==> config.mk <==
export PLATFORM = sky130hd
export DESIGN_NAME = secirq_agg
export DESIGN_NICKNAME = d
export VERILOG_FILES = /design/src/rtl/secirq_pkg.sv /design/src/rtl/secirq_ctrl.sv /design/src/rtl/secirq_dp.sv /design/src/rtl/secirq_agg.sv
export SDC_FILE = /design/constraint.sdc
export NUM_CORES = 1
export LEC_CHECK = 0
export ABC_AREA = 1
export CORE_ASPECT_RATIO = 0.5
export CORE_MARGIN = 1.5
export CORE_UTILIZATION = 35
export CTS_CLUSTER_DIAMETER = 50
export DETAILED_ROUTE_END_ITERATION = 8
export DONT_BUFFER_PORTS = 1
export PLACE_DENSITY_LB_ADDON = 0.05
export SYNTH_ARGS = -nofsm -noshare
export SYNTH_HDL_FRONTEND = slang
export SYNTH_SLANG_ARGS = --single-unit
==> constraint.sdc <==
create_clock -name clk -period 1.44 [get_ports clk]
set_input_delay 0.216 -clock clk [delete_from_list [all_inputs] [get_ports clk]]
set_output_delay 0.216 -clock clk [all_outputs]
set_load 0.01 [all_outputs]
==> src/rtl/secirq_pkg.sv <==
package secirq_pkg;
  localparam int REG_W  = 32;
  localparam int OFFS_W = 8;

  localparam logic [OFFS_W-1:0] OFS_MPC_STAT = 8'h00;
  localparam logic [OFFS_W-1:0] OFS_PPC_STAT = 8'h04;
  localparam logic [OFFS_W-1:0] OFS_PPC_CLR  = 8'h08;
  localparam logic [OFFS_W-1:0] OFS_PPC_EN   = 8'h0C;
  localparam logic [OFFS_W-1:0] OFS_MSC_STAT = 8'h10;
  localparam logic [OFFS_W-1:0] OFS_MSC_CLR  = 8'h14;
  localparam logic [OFFS_W-1:0] OFS_MSC_EN   = 8'h18;
  localparam logic [OFFS_W-1:0] OFS_MSC_NS   = 8'h1C;
  localparam logic [OFFS_W-1:0] OFS_BRG_STAT = 8'h20;
  localparam logic [OFFS_W-1:0] OFS_BRG_EN   = 8'h24;

  typedef enum logic [2:0] {
    RD_NONE, RD_MPC, RD_PPC_STAT, RD_PPC_EN,
    RD_MSC_STAT, RD_MSC_EN, RD_MSC_NS, RD_BRG_EN
  } rdSel_e;

  typedef struct packed {
    logic   wrPpcClr;
    logic   wrPpcEn;
    logic   wrMscClr;
    logic   wrMscEn;
    logic   wrMscNs;
    logic   wrBrgEn;
    rdSel_e rdSel;
  } regStrobe_t;
endpackage

==> src/rtl/secirq_ctrl.sv <==
module secirq_ctrl
  import secirq_pkg::*;
(
  input  logic [OFFS_W-1:0] regOffset,
  input  logic              regWen,
  output regStrobe_t        strobe
);
  always_comb begin
    strobe = '0;
    strobe.rdSel = RD_NONE;
    unique case (regOffset)
      OFS_MPC_STAT: strobe.rdSel = RD_MPC;
      OFS_PPC_STAT: strobe.rdSel = RD_PPC_STAT;
      OFS_PPC_CLR:  strobe.wrPpcClr = regWen;
      OFS_PPC_EN:   begin strobe.rdSel = RD_PPC_EN; strobe.wrPpcEn = regWen; end
      OFS_MSC_STAT: strobe.rdSel = RD_MSC_STAT;
      OFS_MSC_CLR:  strobe.wrMscClr = regWen;
      OFS_MSC_EN:   begin strobe.rdSel = RD_MSC_EN; strobe.wrMscEn = regWen; end
      OFS_MSC_NS:   begin strobe.rdSel = RD_MSC_NS; strobe.wrMscNs = regWen; end
      OFS_BRG_EN:   begin strobe.rdSel = RD_BRG_EN; strobe.wrBrgEn = regWen; end
      default:      strobe.rdSel = RD_NONE;
    endcase
  end
endmodule

==> src/rtl/secirq_dp.sv <==
module secirq_dp
  import secirq_pkg::*;
#(
  parameter int NUM_MPC_INT = 2,
  parameter int NUM_MPC_EXP = 4,
  parameter int NUM_APB_EXP = 4,
  parameter int NUM_AHB_EXP = 4,
  parameter int NUM_MSC_EXP = 4,
  localparam int NUM_PPC = 2 + NUM_APB_EXP + NUM_AHB_EXP
) (
  input  logic               clk,
  input  logic               rst_n,
  input  regStrobe_t         strobe,
  input  logic [REG_W-1:0]   regWdata,
  output logic [REG_W-1:0]   regRdata,
  input  logic [NUM_MPC_INT-1:0] mpcIntIn,
  input  logic [NUM_MPC_EXP-1:0] mpcExpIn,
  input  logic [NUM_PPC-1:0] ppcIrqIn,
  output logic [NUM_PPC-1:0] ppcClrOut,
  output logic [NUM_PPC-1:0] ppcEnOut,
  input  logic [NUM_MSC_EXP-1:0] mscExpIn,
  output logic [NUM_MSC_EXP-1:0] mscClrOut,
  output logic [NUM_MSC_EXP-1:0] mscNsOut,
  output logic               mscIrq
);
  localparam int HALF = REG_W / 2;

  function automatic int ppcPos(int k);
    if (k < 2)                return k;
    if (k < 2 + NUM_APB_EXP)  return 4 + (k - 2);
    return 20 + (k - 2 - NUM_APB_EXP);
  endfunction

  function automatic logic [REG_W-1:0] ppcMaskF();
    logic [REG_W-1:0] m = '0;
    for (int k = 0; k < NUM_PPC; k++) m[ppcPos(k)] = 1'b1;
    return m;
  endfunction

  localparam logic [REG_W-1:0] PPC_MASK = ppcMaskF();
  localparam logic [REG_W-1:0] MSC_MASK =
    {{(HALF-NUM_MSC_EXP){1'b0}}, {NUM_MSC_EXP{1'b1}}, {HALF{1'b0}}};
  localparam logic [REG_W-1:0] BRG_MASK = {{HALF{1'b1}}, {HALF{1'b0}}};

  logic [REG_W-1:0] mpcStat, ppcStat, ppcEn, mscStat, mscEn, mscNs, brgEn;
  logic [REG_W-1:0] mpcNext, ppcNext, mscNext, ppcClrMask;
  logic [NUM_PPC-1:0] ppcClrSel, ppcClrQ;
  logic [NUM_MSC_EXP-1:0] mscClrQ;

  assign ppcClrMask = regWdata & PPC_MASK;

  always_comb begin
    mpcNext = '0;
    mpcNext[NUM_MPC_INT-1:0]    = mpcIntIn;
    mpcNext[HALF +: NUM_MPC_EXP] = mpcExpIn;
    mscNext = '0;
    mscNext[HALF +: NUM_MSC_EXP] = mscExpIn;
  end

  for (genvar i = 0; i < NUM_PPC; i++) begin : g_ppc
    localparam int POS = ppcPos(i);
    assign ppcClrSel[i] = regWdata[POS];
    assign ppcEnOut[i]  = ppcEn[POS];
  end

  always_comb begin
    ppcNext = '0;
    for (int k = 0; k < NUM_PPC; k++) ppcNext[ppcPos(k)] = ppcIrqIn[k];
  end

  always_ff @(posedge clk or negedge rst_n) begin
    if (!rst_n) begin
      mpcStat <= '0;
      ppcStat <= '0;
      mscStat <= '0;
      ppcEn   <= '0;
      mscEn   <= '0;
      mscNs   <= '0;
      brgEn   <= '0;
      ppcClrQ <= '0;
      mscClrQ <= '0;
    end else begin
      mpcStat <= mpcNext;
      mscStat <= mscNext;
      ppcStat <= strobe.wrPpcClr ? (ppcNext & ~ppcClrMask) : ppcNext;
      ppcClrQ <= strobe.wrPpcClr ? ppcClrSel : '0;
      mscClrQ <= strobe.wrMscClr ? regWdata[HALF +: NUM_MSC_EXP] : '0;
      if (strobe.wrPpcEn) ppcEn <= regWdata & PPC_MASK;
      if (strobe.wrMscEn) mscEn <= regWdata & MSC_MASK;
      if (strobe.wrMscNs) mscNs <= regWdata & MSC_MASK;
      if (strobe.wrBrgEn) brgEn <= regWdata & BRG_MASK;
    end
  end

  assign ppcClrOut = ppcClrQ;
  assign mscClrOut = mscClrQ;
  assign mscNsOut  = mscNs[HALF +: NUM_MSC_EXP];
  assign mscIrq    = |(mscStat & mscEn);

  always_comb begin
    unique case (strobe.rdSel)
      RD_MPC:      regRdata = mpcStat;
      RD_PPC_STAT: regRdata = ppcStat;
      RD_PPC_EN:   regRdata = ppcEn;
      RD_MSC_STAT: regRdata = mscStat;
      RD_MSC_EN:   regRdata = mscEn;
      RD_MSC_NS:   regRdata = mscNs;
      RD_BRG_EN:   regRdata = brgEn;
      default:     regRdata = '0;
    endcase
  end

  // a clear strobe only follows a clear write
  p_ppc_clr_pulse_r4: assert property (@(posedge clk) disable iff (!rst_n)
    (|ppcClrOut) |-> $past(strobe.wrPpcClr));
  // selected status bits read zero after the clear write
  p_ppc_clr_bits_r4: assert property (@(posedge clk) disable iff (!rst_n)
    strobe.wrPpcClr |=> ((ppcStat & $past(ppcClrMask)) == '0));
  // bus-master clear strobes only follow a clear write
  p_msc_clr_pulse_r8: assert property (@(posedge clk) disable iff (!rst_n)
    (|mscClrOut) |-> $past(strobe.wrMscClr));
  // the combined interrupt needs some enable bit
  p_msc_irq_en_r7: assert property (@(posedge clk) disable iff (!rst_n)
    mscIrq |-> (mscEn != '0));
endmodule

==> src/rtl/secirq_agg.sv <==
module secirq_agg
  import secirq_pkg::*;
#(
  parameter int NUM_MPC_INT = 2,
  parameter int NUM_MPC_EXP = 4,
  parameter int NUM_APB_EXP = 4,
  parameter int NUM_AHB_EXP = 4,
  parameter int NUM_MSC_EXP = 4,
  localparam int NUM_PPC = 2 + NUM_APB_EXP + NUM_AHB_EXP
) (
  input  logic                   clk,
  input  logic                   rst_n,
  input  logic [7:0]             regOffset,
  input  logic [31:0]            regWdata,
  input  logic                   regWen,
  output logic [31:0]            regRdata,
  input  logic [NUM_MPC_INT-1:0] mpcIntIn,
  input  logic [NUM_MPC_EXP-1:0] mpcExpIn,
  input  logic [NUM_PPC-1:0]     ppcIrqIn,
  output logic [NUM_PPC-1:0]     ppcClrOut,
  output logic [NUM_PPC-1:0]     ppcEnOut,
  input  logic [NUM_MSC_EXP-1:0] mscExpIn,
  output logic [NUM_MSC_EXP-1:0] mscClrOut,
  output logic [NUM_MSC_EXP-1:0] mscNsOut,
  output logic                   mscIrq
);
  regStrobe_t strobe;

  secirq_ctrl ctrl_i (
    .regOffset (regOffset),
    .regWen    (regWen),
    .strobe    (strobe)
  );

  secirq_dp #(
    .NUM_MPC_INT (NUM_MPC_INT),
    .NUM_MPC_EXP (NUM_MPC_EXP),
    .NUM_APB_EXP (NUM_APB_EXP),
    .NUM_AHB_EXP (NUM_AHB_EXP),
    .NUM_MSC_EXP (NUM_MSC_EXP)
  ) dp_i (
    .clk       (clk),
    .rst_n     (rst_n),
    .strobe    (strobe),
    .regWdata  (regWdata),
    .regRdata  (regRdata),
    .mpcIntIn  (mpcIntIn),
    .mpcExpIn  (mpcExpIn),
    .ppcIrqIn  (ppcIrqIn),
    .ppcClrOut (ppcClrOut),
    .ppcEnOut  (ppcEnOut),
    .mscExpIn  (mscExpIn),
    .mscClrOut (mscClrOut),
    .mscNsOut  (mscNsOut),
    .mscIrq    (mscIrq)
  );

  // bridge status reads zero
  p_brg_stat_zero_r10: assert property (@(posedge clk) disable iff (!rst_n)
    (regOffset == OFS_BRG_STAT) |-> (regRdata == '0));
  // bridge enable low half never reads set
  p_brg_en_low_r10: assert property (@(posedge clk) disable iff (!rst_n)
    (regOffset == OFS_BRG_EN) |-> (regRdata[15:0] == '0));
  // unmapped offsets read zero
  p_unmapped_zero_r11: assert property (@(posedge clk) disable iff (!rst_n)
    (regOffset > OFS_BRG_EN) |-> (regRdata == '0));
endmodule

==> flow_summary.json <==
{
  "outcome": "finished, violations left",
  "violations": "hold timing",
  "cts_inserted_buffers": 9,
  "fin_skew_ns": 0,
  "synthTopCellsByArea": "dfrtp_1, nand2_1, inv_1",
  "yosys_warnings": 0,
  "syn_avg_cell_area_um2": 8.81,
  "drive_above_1_share_pct": 13.8,
  "portBuffers": 0,
  "area_delta_synth_final_pct": 24.9,
  "arrival_ns": 1.15,
  "dp.final_hpwl_um": 4960,
  "worstSetupPathType": "register to output pin",
  "routed_wl_um": 6940,
  "ctsHoldBuffers": 28,
  "worstPathMaxFanout": 3,
  "synth_cell_types": 23,
  "first_pass_iters": 4,
  "vias": 2246,
  "clk_latency_ns": 0.33,
  "rsz0062_at_grt": "yes",
  "leakagePower_uw": 0.00192,
  "cts_root_buf": "clkbuf_16",
  "whs_ns": -0.427,
  "grt_usage_pct": 16.4,
  "setup_viol": 0,
  "pwr_density_cell_mw_per_mm2": 1220,
  "cp_slowest_stage_delay_ns": 0.44,
  "core_region_area_mm2": 0.00812,
  "vias_per_cell": 4.54,
  "cap_violations": 0,
  "final_util_pct": 45.8,
  "maxUsedRoutingLayer": "met4",
  "syn_area_mm2": 0.00298,
  "fin_setup_tns_ns": 0,
  "place.gp.congestion": 0.772,
  "clkTransAtPathRegs_ns": 0.06,
  "drt_iter0_drc": 89,
  "path_cells": "nand3_1 > nand2_1 > nor2_1 > nand2_1",
  "rows": 23,
  "dp.cells": 451,
  "vdd_drop_max_mv": 0.565,
  "end_kind": "output pin",
  "synthCells": 338,
  "die_w_um": 133,
  "start_kind": "register",
  "antenna_found_initial": 0,
  "fin_area_mm2": 0.00372,
  "drv_slew": 0,
  "hold_viol": 68,
  "io-pin-count": 124,
  "gr-total-overflow": 0,
  "path_buf_inv": 0,
  "cpMaxStageDelayCell": "dfrtp_2",
  "routed-wl-met3_um": 554,
  "clock_sinks": 68,
  "postRouteAntennaNets": 0,
  "drc_errors": 0,
  "crit_top_cell": "nand2_1",
  "crit_required_ns": 1.22,
  "grt_pass1_vias": 2220,
  "dieArea_mm2": 0.00910,
  "diodes": 0,
  "cts_tree": "done",
  "grt_pass1_wl_um": 11000,
  "grt_max_degree": 69,
  "hp-class": "input pin to asynchronous set/reset pin",
  "wl_per_cell_um": 14.0,
  "synth_top_area_share_pct": 57.1,
  "fin_crit_ns": 1.37,
  "routed-wl-met2_um": 3150,
  "max_freq_mhz": 730,
  "finalNonFillerCells": 495,
  "wl_met1_um": 3170,
  "timing.final.crit_share_pct": 95.1,
  "initial_core_util_pct": 36.7,
  "ys_ff_latch": 68,
  "ys_seq_area_share_pct": 57.1,
  "clk_path_buf_depth": 2,
  "nNetsFinal": 441,
  "crit_family": "flip-flops",
  "place_area_mm2": 0.00312,
  "yosys.area.top_type": "dfrtp_1",
  "htreeDepth": 3,
  "die_h_um": 68.2
}
cells in the mapped netlist:
| master | n |
|---|---|
| buf_2 | 3 |
| buf_4 | 10 |
| buf_6 | 1 |
| buf_8 | 1 |
| clkbuf_1 | 2 |
| conb_1 | 1 |
| dfrtp_1 | 68 |
| inv_1 | 45 |
| inv_2 | 2 |
| nand2_1 | 87 |
| nand2_2 | 6 |
| nand2_4 | 1 |
| nand3_1 | 23 |
| nand3b_4 | 1 |
| nand4_1 | 1 |
| nor2_1 | 39 |
| nor2_2 | 5 |
| nor2_4 | 2 |
| nor2_8 | 2 |
| o211ai_1 | 4 |
| o21ai_0 | 18 |
| o21ai_1 | 12 |
| o21ai_2 | 4 |
layout make-up:
class,instances,area (um^2)
Clock buffer,9,225
Sequential cell,68,1710
Multi-Input combinational cell,215,1010
Tap cell,112,140
Timing Repair Buffer,37,373
Inverter,47,176
Clock inverter,7,82.6
Fill cell,810,4400
flip-flops by register name (all words and copies together), names as in the netlist, 6 cells and up:
name and count:
dp_i.brgEn 16, dp_i.ppcClrOut 10, dp_i.ppcEn 10, dp_i.ppcStat 10
dp_i.mpcStat 6
power breakdown:
part           leakage, uW  switching [uW]  internal [uW]
clock             0.000145             877           1370
combinational     0.000936             119            105
sequential        0.000838            54.8           2000
layer usage:
| layer | vias to the layer above | global-route usage (%) |
|---|---|---|
| li1 | 1103 | - |
| met1 | 1059 | 20.4 |
| met2 | 77 | 25.7 |
| met3 | 7 | 7.85 |
| met4 | 0 | 4.89 |
| met5 | - | 0 |
through the flow:
step	worst slack [ns]	total power (uW)
6_report	0.0705	4520
3_5_place_dp	0.0849	2250
2_1_floorplan	0.163	2230
3_3_place_gp	0.105	2240
5_1_grt	-0.0148	4710
4_1_cts	0.0207	4570
worst register-to-register path, delay by kind of cell, from the launching register on:
kind,cells,cell delay (ns)
AND/OR/NAND/NOR,1,0.09
AO/OA/AOI/OAI,1,0.06
flip-flops,1,0.45
logic make-up (layout without fill, tap and decap cells):
logic type             after synthesis  in the layout  synth area share, %
AOI/OAI and AO/OA                   38             38                 7.23
buffers and inverters               64            100                 10.1
DFF                                 68             68                 57.1
other                                1             10                0.126
and+or+nand+nor                    167            167                 25.4
final timing paths:
| kind | startpoint | endpoint | slack, ns | cells past startpoint |
|---|---|---|---|---|
| max reg2reg | dp_i.ppcEn[23] | dp_i.ppcEn[23] | 0.72 | 2 |
| min in group clk | regWdata[21] | dp_i.brgEn[21] | 0.01 | 2 |
| min | rst_n | dp_i.ppcClrOut[6] | -0.43 | 0 |
| min reg2reg | dp_i.brgEn[19] | dp_i.brgEn[19] | 0.51 | 2 |
| max | dp_i.mscNs[18] | regRdata[18] | 0.07 | 4 |
| max in group asynchronous | rst_n | dp_i.mscNs[19] | 1.76 | 0 |
placed cells by master, fill, tap and decap left out, types with 3 or more instances in the layout:
cell / count
dfrtp_2: 4
o211ai_1: 4
conb_1: 10
buf_4: 7
nand2_1: 87
nor2_2: 5
o21ai_1: 12
dfrtp_1: 64
o21ai_0: 18
inv_6: 3
nand3_1: 22
nand2_2: 6
nor2_1: 39
inv_1: 45
o21ai_2: 4
dlygate4sd3_1: 28
clkbuf_16: 9
timing repair:
item | in CTS | in global routing
setup endpoints to repair | 0 | 7
resized for setup | 0 | 5
endpoints found under the hold margin | 96 | 68
buffers inserted | 0 | 0
(Power assumes the default switching activity.)
